==> src/rtl/gpx_pkg.sv <==
package gpx_pkg;
    localparam int BYTE_W    = 8;
    localparam int NPORT     = 2;
    localparam int GPIO_W    = BYTE_W * NPORT;
    localparam int REG_IDX_W = 3;
    localparam int CNT_W     = 4;

    localparam logic [1:0] KIND_IN  = 2'd0;
    localparam logic [1:0] KIND_OUT = 2'd1;
    localparam logic [1:0] KIND_POL = 2'd2;
    localparam logic [1:0] KIND_CFG = 2'd3;

    typedef enum logic [3:0] {
        ST_IDLE,
        ST_ADDR,
        ST_ADDR_ACK,
        ST_CMD,
        ST_CMD_ACK,
        ST_WR,
        ST_WR_ACK,
        ST_RD,
        ST_RD_ACK
    } link_st_e;

    typedef struct packed {
        link_st_e          st;
        logic [CNT_W-1:0]  cnt;
        logic [BYTE_W-1:0] sh;
        logic              rw;
        logic              mack;
    } link_s;

    typedef struct packed {
        logic scl;
        logic sda;
    } line_s;
endpackage

==> src/rtl/gpx_line_events.sv <==
module gpx_line_events (
    input  logic clk,
    input  logic rst_n,
    input  logic scl_i,
    input  logic sda_i,
    output logic scl_rise,
    output logic scl_fall,
    output logic bus_start,
    output logic bus_stop
);
    import gpx_pkg::*;

    line_s line_d, line_q;

    always_comb begin
        line_d     = line_q;
        line_d.scl = scl_i;
        line_d.sda = sda_i;
    end

    always_ff @(posedge clk or negedge rst_n) begin
        if (!rst_n) begin
            line_q <= '{scl: 1'b1, sda: 1'b1};
        end else begin
            line_q <= line_d;
        end
    end

    assign scl_rise  = !line_q.scl && scl_i;
    assign scl_fall  = line_q.scl && !scl_i;
    assign bus_start = line_q.scl && scl_i && line_q.sda && !sda_i;
    assign bus_stop  = line_q.scl && scl_i && !line_q.sda && sda_i;
endmodule

==> src/rtl/gpx_link_fsm.sv <==
module gpx_link_fsm #(
    parameter int BYTE_W = 8,
    parameter int IDX_W  = 3
) (
    input  logic              clk,
    input  logic              rst_n,
    input  logic              scl_rise,
    input  logic              scl_fall,
    input  logic              bus_start,
    input  logic              bus_stop,
    input  logic              sda_i,
    input  logic [BYTE_W-2:0] dev_addr,
    input  logic [BYTE_W-1:0] rd_byte,
    output logic              sda_oe,
    output logic              ptr_load,
    output logic [IDX_W-1:0]  ptr_val,
    output logic              wr_en,
    output logic [BYTE_W-1:0] wr_byte,
    output logic              ptr_adv
);
    import gpx_pkg::*;

    localparam logic [CNT_W-1:0] FULL_CNT = CNT_W'(BYTE_W);
    localparam logic [CNT_W-1:0] LAST_RD  = CNT_W'(BYTE_W - 1);

    link_s lk_d, lk_q;
    logic  shifting;

    assign shifting = (lk_q.st == ST_ADDR) || (lk_q.st == ST_CMD) || (lk_q.st == ST_WR);

    always_comb begin
        lk_d     = lk_q;
        ptr_load = 1'b0;
        wr_en    = 1'b0;
        ptr_adv  = 1'b0;
        ptr_val  = lk_q.sh[IDX_W-1:0];
        wr_byte  = lk_q.sh;
        if (bus_stop) begin
            lk_d.st = ST_IDLE;
        end else if (bus_start) begin
            lk_d.st  = ST_ADDR;
            lk_d.cnt = '0;
        end else if (shifting && scl_rise && lk_q.cnt < FULL_CNT) begin
            lk_d.sh  = {lk_q.sh[BYTE_W-2:0], sda_i};
            lk_d.cnt = lk_q.cnt + 1'b1;
        end else if (shifting && scl_fall && lk_q.cnt == FULL_CNT) begin
            unique case (lk_q.st)
                ST_ADDR: begin
                    if (lk_q.sh[BYTE_W-1:1] == dev_addr) begin
                        lk_d.st = ST_ADDR_ACK;
                        lk_d.rw = lk_q.sh[0];
                    end else begin
                        lk_d.st = ST_IDLE;
                    end
                end
                ST_CMD: begin
                    ptr_load = 1'b1;
                    lk_d.st  = ST_CMD_ACK;
                end
                default: begin
                    wr_en   = 1'b1;
                    ptr_adv = 1'b1;
                    lk_d.st = ST_WR_ACK;
                end
            endcase
        end else begin
            unique case (lk_q.st)
                ST_ADDR_ACK: begin
                    if (scl_fall) begin
                        lk_d.cnt = '0;
                        if (lk_q.rw) begin
                            lk_d.st = ST_RD;
                            lk_d.sh = rd_byte;
                        end else begin
                            lk_d.st = ST_CMD;
                        end
                    end
                end
                ST_CMD_ACK, ST_WR_ACK: begin
                    if (scl_fall) begin
                        lk_d.st  = ST_WR;
                        lk_d.cnt = '0;
                    end
                end
                ST_RD: begin
                    if (scl_fall) begin
                        if (lk_q.cnt == LAST_RD) begin
                            lk_d.st = ST_RD_ACK;
                            ptr_adv = 1'b1;
                        end else begin
                            lk_d.sh  = {lk_q.sh[BYTE_W-2:0], 1'b0};
                            lk_d.cnt = lk_q.cnt + 1'b1;
                        end
                    end
                end
                ST_RD_ACK: begin
                    if (scl_rise) begin
                        lk_d.mack = !sda_i;
                    end else if (scl_fall) begin
                        if (lk_q.mack) begin
                            lk_d.st  = ST_RD;
                            lk_d.sh  = rd_byte;
                            lk_d.cnt = '0;
                        end else begin
                            lk_d.st = ST_IDLE;
                        end
                    end
                end
                default: ;
            endcase
        end
    end

    always_ff @(posedge clk or negedge rst_n) begin
        if (!rst_n) begin
            lk_q <= '{st: ST_IDLE, cnt: '0, sh: '0, rw: 1'b0, mack: 1'b0};
        end else begin
            lk_q <= lk_d;
        end
    end

    assign sda_oe = (lk_q.st == ST_ADDR_ACK) || (lk_q.st == ST_CMD_ACK) ||
                    (lk_q.st == ST_WR_ACK) || ((lk_q.st == ST_RD) && !lk_q.sh[BYTE_W-1]);


    stop_release_chk: assert property (@(posedge clk) disable iff (!rst_n)
        bus_stop |=> !sda_oe);


    wr_single_chk: assert property (@(posedge clk) disable iff (!rst_n)
        wr_en |=> !wr_en);


    adv_single_chk: assert property (@(posedge clk) disable iff (!rst_n)
        ptr_adv |=> !ptr_adv);


    rd_hold_chk: assert property (@(posedge clk) disable iff (!rst_n)
        (lk_q.st == ST_RD && $past(lk_q.st) == ST_RD && !$past(scl_fall)) |-> $stable(sda_oe));
endmodule

==> src/rtl/gpx_regfile.sv <==
module gpx_regfile #(
    parameter int BYTE_W = 8,
    parameter int NPORT  = 2,
    parameter int IDX_W  = 3,
    localparam int GPIO_W = BYTE_W * NPORT
) (
    input  logic              clk,
    input  logic              rst_n,
    input  logic [GPIO_W-1:0] pin_i,
    input  logic              ptr_load,
    input  logic [IDX_W-1:0]  ptr_val,
    input  logic              wr_en,
    input  logic [BYTE_W-1:0] wr_byte,
    input  logic              ptr_adv,
    output logic [BYTE_W-1:0] rd_byte,
    output logic [GPIO_W-1:0] pin_oe,
    output logic [GPIO_W-1:0] pin_o
);
    import gpx_pkg::*;

    typedef struct packed {
        logic [NPORT-1:0][BYTE_W-1:0] outv;
        logic [NPORT-1:0][BYTE_W-1:0] pol;
        logic [NPORT-1:0][BYTE_W-1:0] cfg;
        logic [IDX_W-1:0]             ptr;
    } regs_s;

    regs_s rg_d, rg_q;

    logic [1:0]                   kind;
    logic                         port;
    logic [NPORT-1:0][BYTE_W-1:0] in_adj;

    assign kind = rg_q.ptr[IDX_W-1:1];
    assign port = rg_q.ptr[0];

    for (genvar p = 0; p < NPORT; p++) begin : g_in
        assign in_adj[p] = pin_i[p*BYTE_W +: BYTE_W] ^ rg_q.pol[p];
    end

    always_comb begin
        unique case (kind)
            KIND_IN:  rd_byte = in_adj[port];
            KIND_OUT: rd_byte = rg_q.outv[port];
            KIND_POL: rd_byte = rg_q.pol[port];
            default:  rd_byte = rg_q.cfg[port];
        endcase
    end

    always_comb begin
        rg_d = rg_q;
        if (wr_en) begin
            unique case (kind)
                KIND_OUT: rg_d.outv[port] = wr_byte;
                KIND_POL: rg_d.pol[port]  = wr_byte;
                KIND_CFG: rg_d.cfg[port]  = wr_byte;
                default: ;
            endcase
        end
        if (ptr_load) begin
            rg_d.ptr = ptr_val;
        end else if (ptr_adv) begin
            rg_d.ptr[0] = !rg_q.ptr[0];
        end
    end

    always_ff @(posedge clk or negedge rst_n) begin
        if (!rst_n) begin
            rg_q <= '{outv: '1, pol: '0, cfg: '1, ptr: '0};
        end else begin
            rg_q <= rg_d;
        end
    end

    assign pin_oe = ~rg_q.cfg;
    assign pin_o  = rg_q.outv;


    in_write_ignored_chk: assert property (@(posedge clk) disable iff (!rst_n)
        (wr_en && kind == KIND_IN) |=> ($stable(rg_q.outv) && $stable(rg_q.pol) && $stable(rg_q.cfg)));


    ptr_pair_chk: assert property (@(posedge clk) disable iff (!rst_n)
        (ptr_adv && !ptr_load) |=> (rg_q.ptr[IDX_W-1:1] == $past(rg_q.ptr[IDX_W-1:1]) &&
                                    rg_q.ptr[0] != $past(rg_q.ptr[0])));


    reset_dflt_chk: assert property (@(posedge clk) disable iff (!rst_n)
        $rose(rst_n) |-> (pin_oe == '0 && pin_o == '1));
endmodule

==> src/rtl/gpx_expander.sv <==
module gpx_expander #(
    parameter logic [4:0] DEV_PREFIX = 5'b11101
) (
    input  logic        clk,
    input  logic        rst_n,
    input  logic        scl_i,
    input  logic        sda_i,
    output logic        sda_oe,
    input  logic [1:0]  addr_sel,
    input  logic [15:0] pin_i,
    output logic [15:0] pin_oe,
    output logic [15:0] pin_o
);
    import gpx_pkg::*;

    logic                 scl_rise, scl_fall, bus_start, bus_stop;
    logic                 ptr_load, wr_en, ptr_adv;
    logic [REG_IDX_W-1:0] ptr_val;
    logic [BYTE_W-1:0]    wr_byte, rd_byte;
    logic [BYTE_W-2:0]    dev_addr;

    assign dev_addr = {DEV_PREFIX, addr_sel};

    gpx_line_events u_events (
        .clk       (clk),
        .rst_n     (rst_n),
        .scl_i     (scl_i),
        .sda_i     (sda_i),
        .scl_rise  (scl_rise),
        .scl_fall  (scl_fall),
        .bus_start (bus_start),
        .bus_stop  (bus_stop)
    );

    gpx_link_fsm #(.BYTE_W(BYTE_W), .IDX_W(REG_IDX_W)) u_link (
        .clk       (clk),
        .rst_n     (rst_n),
        .scl_rise  (scl_rise),
        .scl_fall  (scl_fall),
        .bus_start (bus_start),
        .bus_stop  (bus_stop),
        .sda_i     (sda_i),
        .dev_addr  (dev_addr),
        .rd_byte   (rd_byte),
        .sda_oe    (sda_oe),
        .ptr_load  (ptr_load),
        .ptr_val   (ptr_val),
        .wr_en     (wr_en),
        .wr_byte   (wr_byte),
        .ptr_adv   (ptr_adv)
    );

    gpx_regfile #(.BYTE_W(BYTE_W), .NPORT(NPORT), .IDX_W(REG_IDX_W)) u_regs (
        .clk      (clk),
        .rst_n    (rst_n),
        .pin_i    (pin_i),
        .ptr_load (ptr_load),
        .ptr_val  (ptr_val),
        .wr_en    (wr_en),
        .wr_byte  (wr_byte),
        .ptr_adv  (ptr_adv),
        .rd_byte  (rd_byte),
        .pin_oe   (pin_oe),
        .pin_o    (pin_o)
    );
endmodule

==> config.mk <==
export PLATFORM = sky130hd
export DESIGN_NAME = gpx_expander
export DESIGN_NICKNAME = d
export VERILOG_FILES = /design/src/rtl/gpx_pkg.sv /design/src/rtl/gpx_line_events.sv /design/src/rtl/gpx_link_fsm.sv /design/src/rtl/gpx_regfile.sv /design/src/rtl/gpx_expander.sv
export SDC_FILE = /design/constraint.sdc
export NUM_CORES = 1
export LEC_CHECK = 0
export ABC_AREA = 1
export BUFFER_PORTS_ARGS = -buffer_cell sky130_fd_sc_hd__buf_2
export CAP_MARGIN = 15
export CORE_ASPECT_RATIO = 1.4
export CORE_MARGIN = 2
export CORE_UTILIZATION = 40
export CTS_CLUSTER_DIAMETER = 30
export DETAILED_ROUTE_END_ITERATION = 8
export SETUP_SLACK_MARGIN = 0.3
export SYNTH_ARGS = -nofsm -noshare
export SYNTH_HDL_FRONTEND = slang
export SYNTH_SLANG_ARGS = --single-unit
==> constraint.sdc <==
create_clock -name clk -period 1.58 [get_ports clk]
set_input_delay 0.316 -clock clk [delete_from_list [all_inputs] [get_ports clk]]
set_output_delay 0.316 -clock clk [all_outputs]
set_load 0.1 [all_outputs]
# Word level (Yosys, flattened, before mapping)
# Cells that the tools add are included.
dict set report word_totals {
  reg_bits 71
  latchBits 0
  ram_bits 0
  romBits 0
  out_inout_bits 33
  memories 0
  word_cells 156
  inputBits 22
}
dict set report classes {
  n_reduce_logical 39
  mul 0
  n_addsub 1
  magnitude_cmp 3
  div 0
  muxes 60
  shifts 0
  n_eq_ne 31
  n_bitwise 7
}
# op count
set ops {}
lappend ops {{$mux W16} 10}
lappend ops {{$mux W8} 12}
lappend ops {{$ne A5 B3 Y1 const B} 10}
lappend ops {{$bwmux W16} 3}
lappend ops {{$mux W12} 4}
lappend ops {{$pmux W8 S3} 2}
lappend ops {{$pmux W8 S4} 1}
lappend ops {{$eq A4 B3 Y1 const B} 5}
lappend ops {{$mux W1} 19}
lappend ops {{$mux W4} 4}
lappend ops {{$not A16 Y16} 1}
lappend ops {{$xor A8 B8 Y8} 2}
lappend ops {{$logic_and A1 B1 Y1} 13}
lappend ops {{$reduce_and A6 Y1} 2}
lappend ops {{$reduce_and A11 Y1} 1}
lappend ops {{$ne A5 B5 Y1 const B} 2}
lappend ops {{$reduce_and A10 Y1} 1}
lappend ops {{$demux W8 S1} 1}
lappend ops {{$eq A4 B2 Y1 const B} 2}
lappend ops {{$eq A4 B4 Y1 const B} 2}
lappend ops {{$reduce_and A8 Y1} 1}
lappend ops {{$eq A7 B7 Y1} 1}
lappend ops {{$reduce_bool A7 Y1} 1}
lappend ops {{$logic_not A1 Y1} 6}
lappend ops {{other kinds (23)} 35}

# Longest topological paths before layout
dict set report depth {
  word_depth 14
  depth_mapped 12
  ltp_nobuf 12
}

# By module
# A second synthesis with hierarchy kept.
dict set report hier_totals {
  hier_cells 678
  area_unflattened_um2 4774.6
}
# module cells_per_inst instances seq_area_each_um2 area_each_um2
set by_module_without_submodules {}
lappend by_module_without_submodules {gpx_regfile 416 1 1316.3 3039.2}
lappend by_module_without_submodules {gpx_link_fsm 247 1 450.4 1634.1}
lappend by_module_without_submodules {gpx_line_events 13 1 52.6 93.8}
lappend by_module_without_submodules {gpx_expander 2 1 0.0 7.5}

# Worst setup path before layout
# No wires, ideal clock.
dict set report synth_path {
  path_type {register -> output}
  from {register u_link.lk_q[14] (netlist name)}
  to {output sda_oe}
  path_buffers 2
  path_slack_ns -1.662
  stages_incl_launch_ff 7
  required_ns 1.264
  arrival_ns 2.926
  path_cell_list {dfrtp_1 > buf_4 > nand2_1 > inv_1 > nand2_1 > buf_2 > o21ai_0}
}
dict set report synth_via {
  elab_chain_cells 4
  elab_cells_between_ends 8
  classes_between {eq/ne: 4; reduce/logical: 4}
}
# item line
set synth_lines {}
lappend synth_lines {{start, declared} gpx_link_fsm.sv:26} ;# link_s lk_d, lk_q;
lappend synth_lines {{start signal, assigned} gpx_link_fsm.sv:116} ;# lk_q <= '{st: ST_IDLE, cnt: '0, sh: '0, rw: 1'b0, mack: 1'b0};
lappend synth_lines {{start signal, assigned} gpx_link_fsm.sv:118} ;# lk_q <= lk_d;
lappend synth_lines {{$eq A4 B2 Y1 / $eq A4 B3 Y1 (equally long branches)} gpx_link_fsm.sv:122} ;# assign sda_oe = (lk_q.st == ST_ADDR_ACK) || (lk_q.st == ST_CMD_ACK) ||
lappend synth_lines {{$logic_or A1 B1 Y1 (2 in a row)} gpx_link_fsm.sv:122}
lappend synth_lines {{$logic_or A1 B1 Y1 *} gpx_link_fsm.sv:123} ;# (lk_q.st == ST_WR_ACK) || ((lk_q.st == ST_RD) && !lk_q.sh[BYTE_W-1]);
lappend synth_lines {{end, declared} gpx_expander.sv:8} ;# output logic sda_oe,
# Every way passes the cells marked *; elsewhere a longest branch is shown, timed or not.

# Final worst setup path
dict set report layout_path {
  from {register u_link.lk_q[10] (netlist name)}
  to {register u_regs.rg_q (netlist bit u_regs.pin_o[1])}
}
dict set report layout_via {
  elab_chain_cells 7
  elab_cells_between_ends 9
  classes_between {order compare: 1; eq/ne: 1; mux: 4; reduce/logical: 3}
}
# item line
set layout_lines {}
lappend layout_lines {{branches (longest 3 deep; another with $lt A4 B4 Y1)} n/a}
lappend layout_lines {{$mux W1 *} gpx_link_fsm.sv:43} ;# end else if (shifting && scl_rise && lk_q.cnt < FULL_CNT) begin
lappend layout_lines {{$mux W1 *} gpx_link_fsm.sv:40} ;# end else if (bus_start) begin
lappend layout_lines {{$mux W1 *} gpx_link_fsm.sv:38} ;# if (bus_stop) begin
lappend layout_lines {{$reduce_and A2 Y1 (no line) *} n/a}
lappend layout_lines {{end signal, assigned} gpx_regfile.sv:69} ;# rg_q <= '{outv: '1, pol: '0, cfg: '1, ptr: '0};
lappend layout_lines {{end signal, assigned} gpx_regfile.sv:71} ;# rg_q <= rg_d;
lappend layout_lines {{end, declared} gpx_regfile.sv:28} ;# regs_s rg_d, rg_q;
# Mark *: on every way between the ends.
# A chain may end at the register's enable or synchronous reset.

==> run summary <==
Max Cap Viol: 0
DRC violations left: 0
Sequential power share: 29.6%
Yosys warns: 0
Critical Path Start: u_link.lk_q[10]
RR Startpoint: u_link.lk_q[10]
GP Congestion: 0.9266
Max Slew Vio Count: 0
Max IR drop VDD: 1460 uV
Router iterations before antenna repair: 6
Layout cell share with drive strength beyond 1: 48.49%
Vias in the first global route: 4,412
TritonCTS clock tree: yes
Required @ worst endpoint: 1840 ps
Clock network power share: 26.3%
Synthesized Nets: 657
First-iteration detailed-routing DRC count: 232
Post-Synthesis Cells: 633
Die area: 0.01195 mm2
IO Pins: 55
Root Buffer: clkbuf_16
CTS Buffer Depth: 2
Crit end category: flip-flop
ANT cells: 0
Fillcell total: 911
Hold crit path type: input pin to flip-flop
Die Ht: 128.5 um
First-pass GRT wire length: 21,250 um
Power Total: 0.007426 W
Core area: 0.01081 mm2
Final setup margin: -208.2 ps
Drt total wl: 14,030 um
# port buffers: 54
Starting Density: 40.98%
Gr ovfl total: 0
PwrDens: 1091 mW/mm2
Via count: 4,553
Vias per inst: 5.037
Row count: 45
Crit Path Class: flip-flop to flip-flop
Worst skew pair latency: 340 ps
Routed Antenna Nets: 0
Initial antenna violation count: 0
Sequential area share after synthesis: 41.06%
Mapped Area: 0.004430 mm2
P_leak: 3.198 nW
Gr usage total: 23.00%
H-Tree Depth: 3
Mapped Avg Cell Area: 6.999 um2
Logic pwr share: 44.1%
Final Hold Fails: 0
Layout Utilization: 62.95%
Pint: 0.004340 W
Setup Skew: 11.83 ps
Pre-CTS WS: -149.4 ps
Slew HR: 70.91%
Number of library cell types mapped by synthesis: 29
Largest net degree at the start of global routing: 47
Hold path start: sda_i
Nets: 782
Clock period minus worst slack: 1788 ps
Worst slew pin tran: 436.4 ps
Setup repair after global routing missed its margin: yes
CTS Sinks: 71
Die Wd: 92.95 um
Failing checks: setup timing
Hpwl dp: 9013 um
Sw frac: 41.55%
Clock-pin slew on the worst setup and hold paths: 60 ps
Status: complete, but fails checks
Worst-path fanout max: 8
Startpoint Class: flip-flop
Period utilization: 113.2%
Arr. time, crit path: 2050 ps
TritonCTS buffer count: 9
Achievable frequency: 559.2 MHz
Syn-to-layout area delta: 53.60%
Routed length per placed instance: 15.51 um
Setup violations, final: 69
Sw power: 0.003085 W
Seq cells post-synth: 71
==> sequential cells by signal, indices dropped and copies added, names as in the netlist <==
name             flops
u_regs.pin_o        16
u_regs.port          1
u_link.wr_byte       8
u_link.lk_q         10
u_regs.rg_q         32
u_regs.kind          2
u_events.line_q      2
==> Yosys cell counts <==
cell	n	area, um2
a211oi_1	1	7.510
clkinv_1	1	3.750
buf_4	17	127.6
nor2_1	77	289.0
nand4_1	5	31.28
a21oi_1	11	55.05
nor2_8	1	20.02
nor3_4	1	16.27
nand2_2	7	43.79
a31oi_1	1	6.260
nand2_4	1	11.26
o21ai_2	16	140.1
nand2_1	238	893.4
buf_6	6	67.56
inv_1	59	221.5
o21ai_0	23	115.1
nand3_2	3	30.03
nor2_2	4	25.02
dfrtp_1	37	925.9
xor2_1	1	8.760
clkbuf_1	4	15.01
xnor2_1	10	87.58
dfstp_2	34	893.4
buf_2	4	20.02
inv_2	6	22.52
nand3_1	29	145.1
nor2_4	2	22.52
ha_1	2	25.02
o21ai_1	32	160.2
==> routing by layer <==
metal | share of wire, % | GRT usage [%]
met1 | 38 | 25.21
met2 | 54 | 42.67
met3 | 3.3 | 3.454
met4 | 4.6 | 11.59
met5 | 0 | 0
==> through the flow <==
step / instances / hold slack [ps] / setup TNS, ps / cell area [um2]
after floorplan: 633 / 20.41 / -861.8 / 4508
after global placement: 837 / 215.3 / -3111 / 5320
after detailed placement: 837 / 212.6 / -5201 / 5320
after CTS: 887 / 123.0 / -6743 / 6211
after global routing: 904 / 133.5 / -14650 / 6805
final: 904 / 132.2 / -9147 / 6805
==> critical path: stages, from the launching register on <==
cell	delay, ps
dfrtp_1	390
inv_2	90
ha_4	130
nand2_2	50
nor2_2	90
nand2_2	100
nor2_8	100
nand2_4	80
buf_6	130
nor2_4	150
buf_6	170
nand2_8	90
nand2_1	80
o21ai_1	60
==> final timing paths <==
check / slack, ps / to / cells past startpoint
worst max-delay path: -210 / u_regs.pin_o[1] / 13
worst min-delay path: 130 / u_events.line_q[0] / 1
worst max register to register: -210 / u_regs.pin_o[1] / 13
worst min register to register: 480 / u_regs.rg_q[8] / 2
max in group asynchronous: 590 / u_regs.pin_o[2] / 3
min in group asynchronous: 400 / u_regs.rg_q[31] / 2
==> power by group through the flow <==
stage	combinational (W)	clock [W]	sequential (W)
after floorplan	0.00166	0	0.00215
after global placement	0.00250	0	0.00219
after detailed placement	0.00254	0	0.00219
after CTS	0.00283	0.00198	0.00216
after global routing	0.00357	0.00204	0.00222
final	0.00327	0.00195	0.00220
==> repair_timing <==
item                                   4_1_cts  5_1_grt
hold buffers                                 1        0
setup endpoints to repair                  101      102
endpoints found under the hold margin       10        0
setup buffers                               32       13
gates resized for setup                    107      130
pin swaps                                    7       27
gates cloned                                 1        4
==> cell type report <==
type                    count  area [um2]  share of cell area [%]
multi-input cells         469        2708                   39.79
flip-flops and latches     71        1823                   26.79
repair buffers            141        1555                   22.85
clock buffers              13       270.3                   3.971
inverters                  66       256.5                   3.769
well taps                 141       176.4                   2.592
clock inverters             3       16.27                  0.2390
==> kinds of logic after synthesis <==
family / share of synthesized area [%]
and+or+nand+nor: 34.48
buffers and inverters: 10.79
AOI/OAI and AO/OA: 10.93
DFF: 41.06
xor gates and xnor gates: 2.174
adders and majority gates: 0.5647
==> cells in the final DEF, fill, tap and decap left out, types with 2 or more instances in the layout <==
master and instances:
a21oi_1 11, buf_12 39, buf_2 21, buf_4 69, buf_6 9, clkbuf_16 10
clkbuf_8 3, clkinv_2 2, dfrtp_1 34, dfrtp_2 3, dfstp_2 34, inv_1 34
inv_2 28, inv_4 3, nand2_1 179, nand2_2 53, nand2_4 15, nand2_8 3
nand3_1 23, nand3_2 4, nand3_4 5, nand4_1 5, nor2_1 54, nor2_2 12
nor2_4 17, o21ai_0 17, o21ai_1 20, o21ai_2 33, xnor2_1 10
No activity file was read; power rests on OpenSTA's default activity.
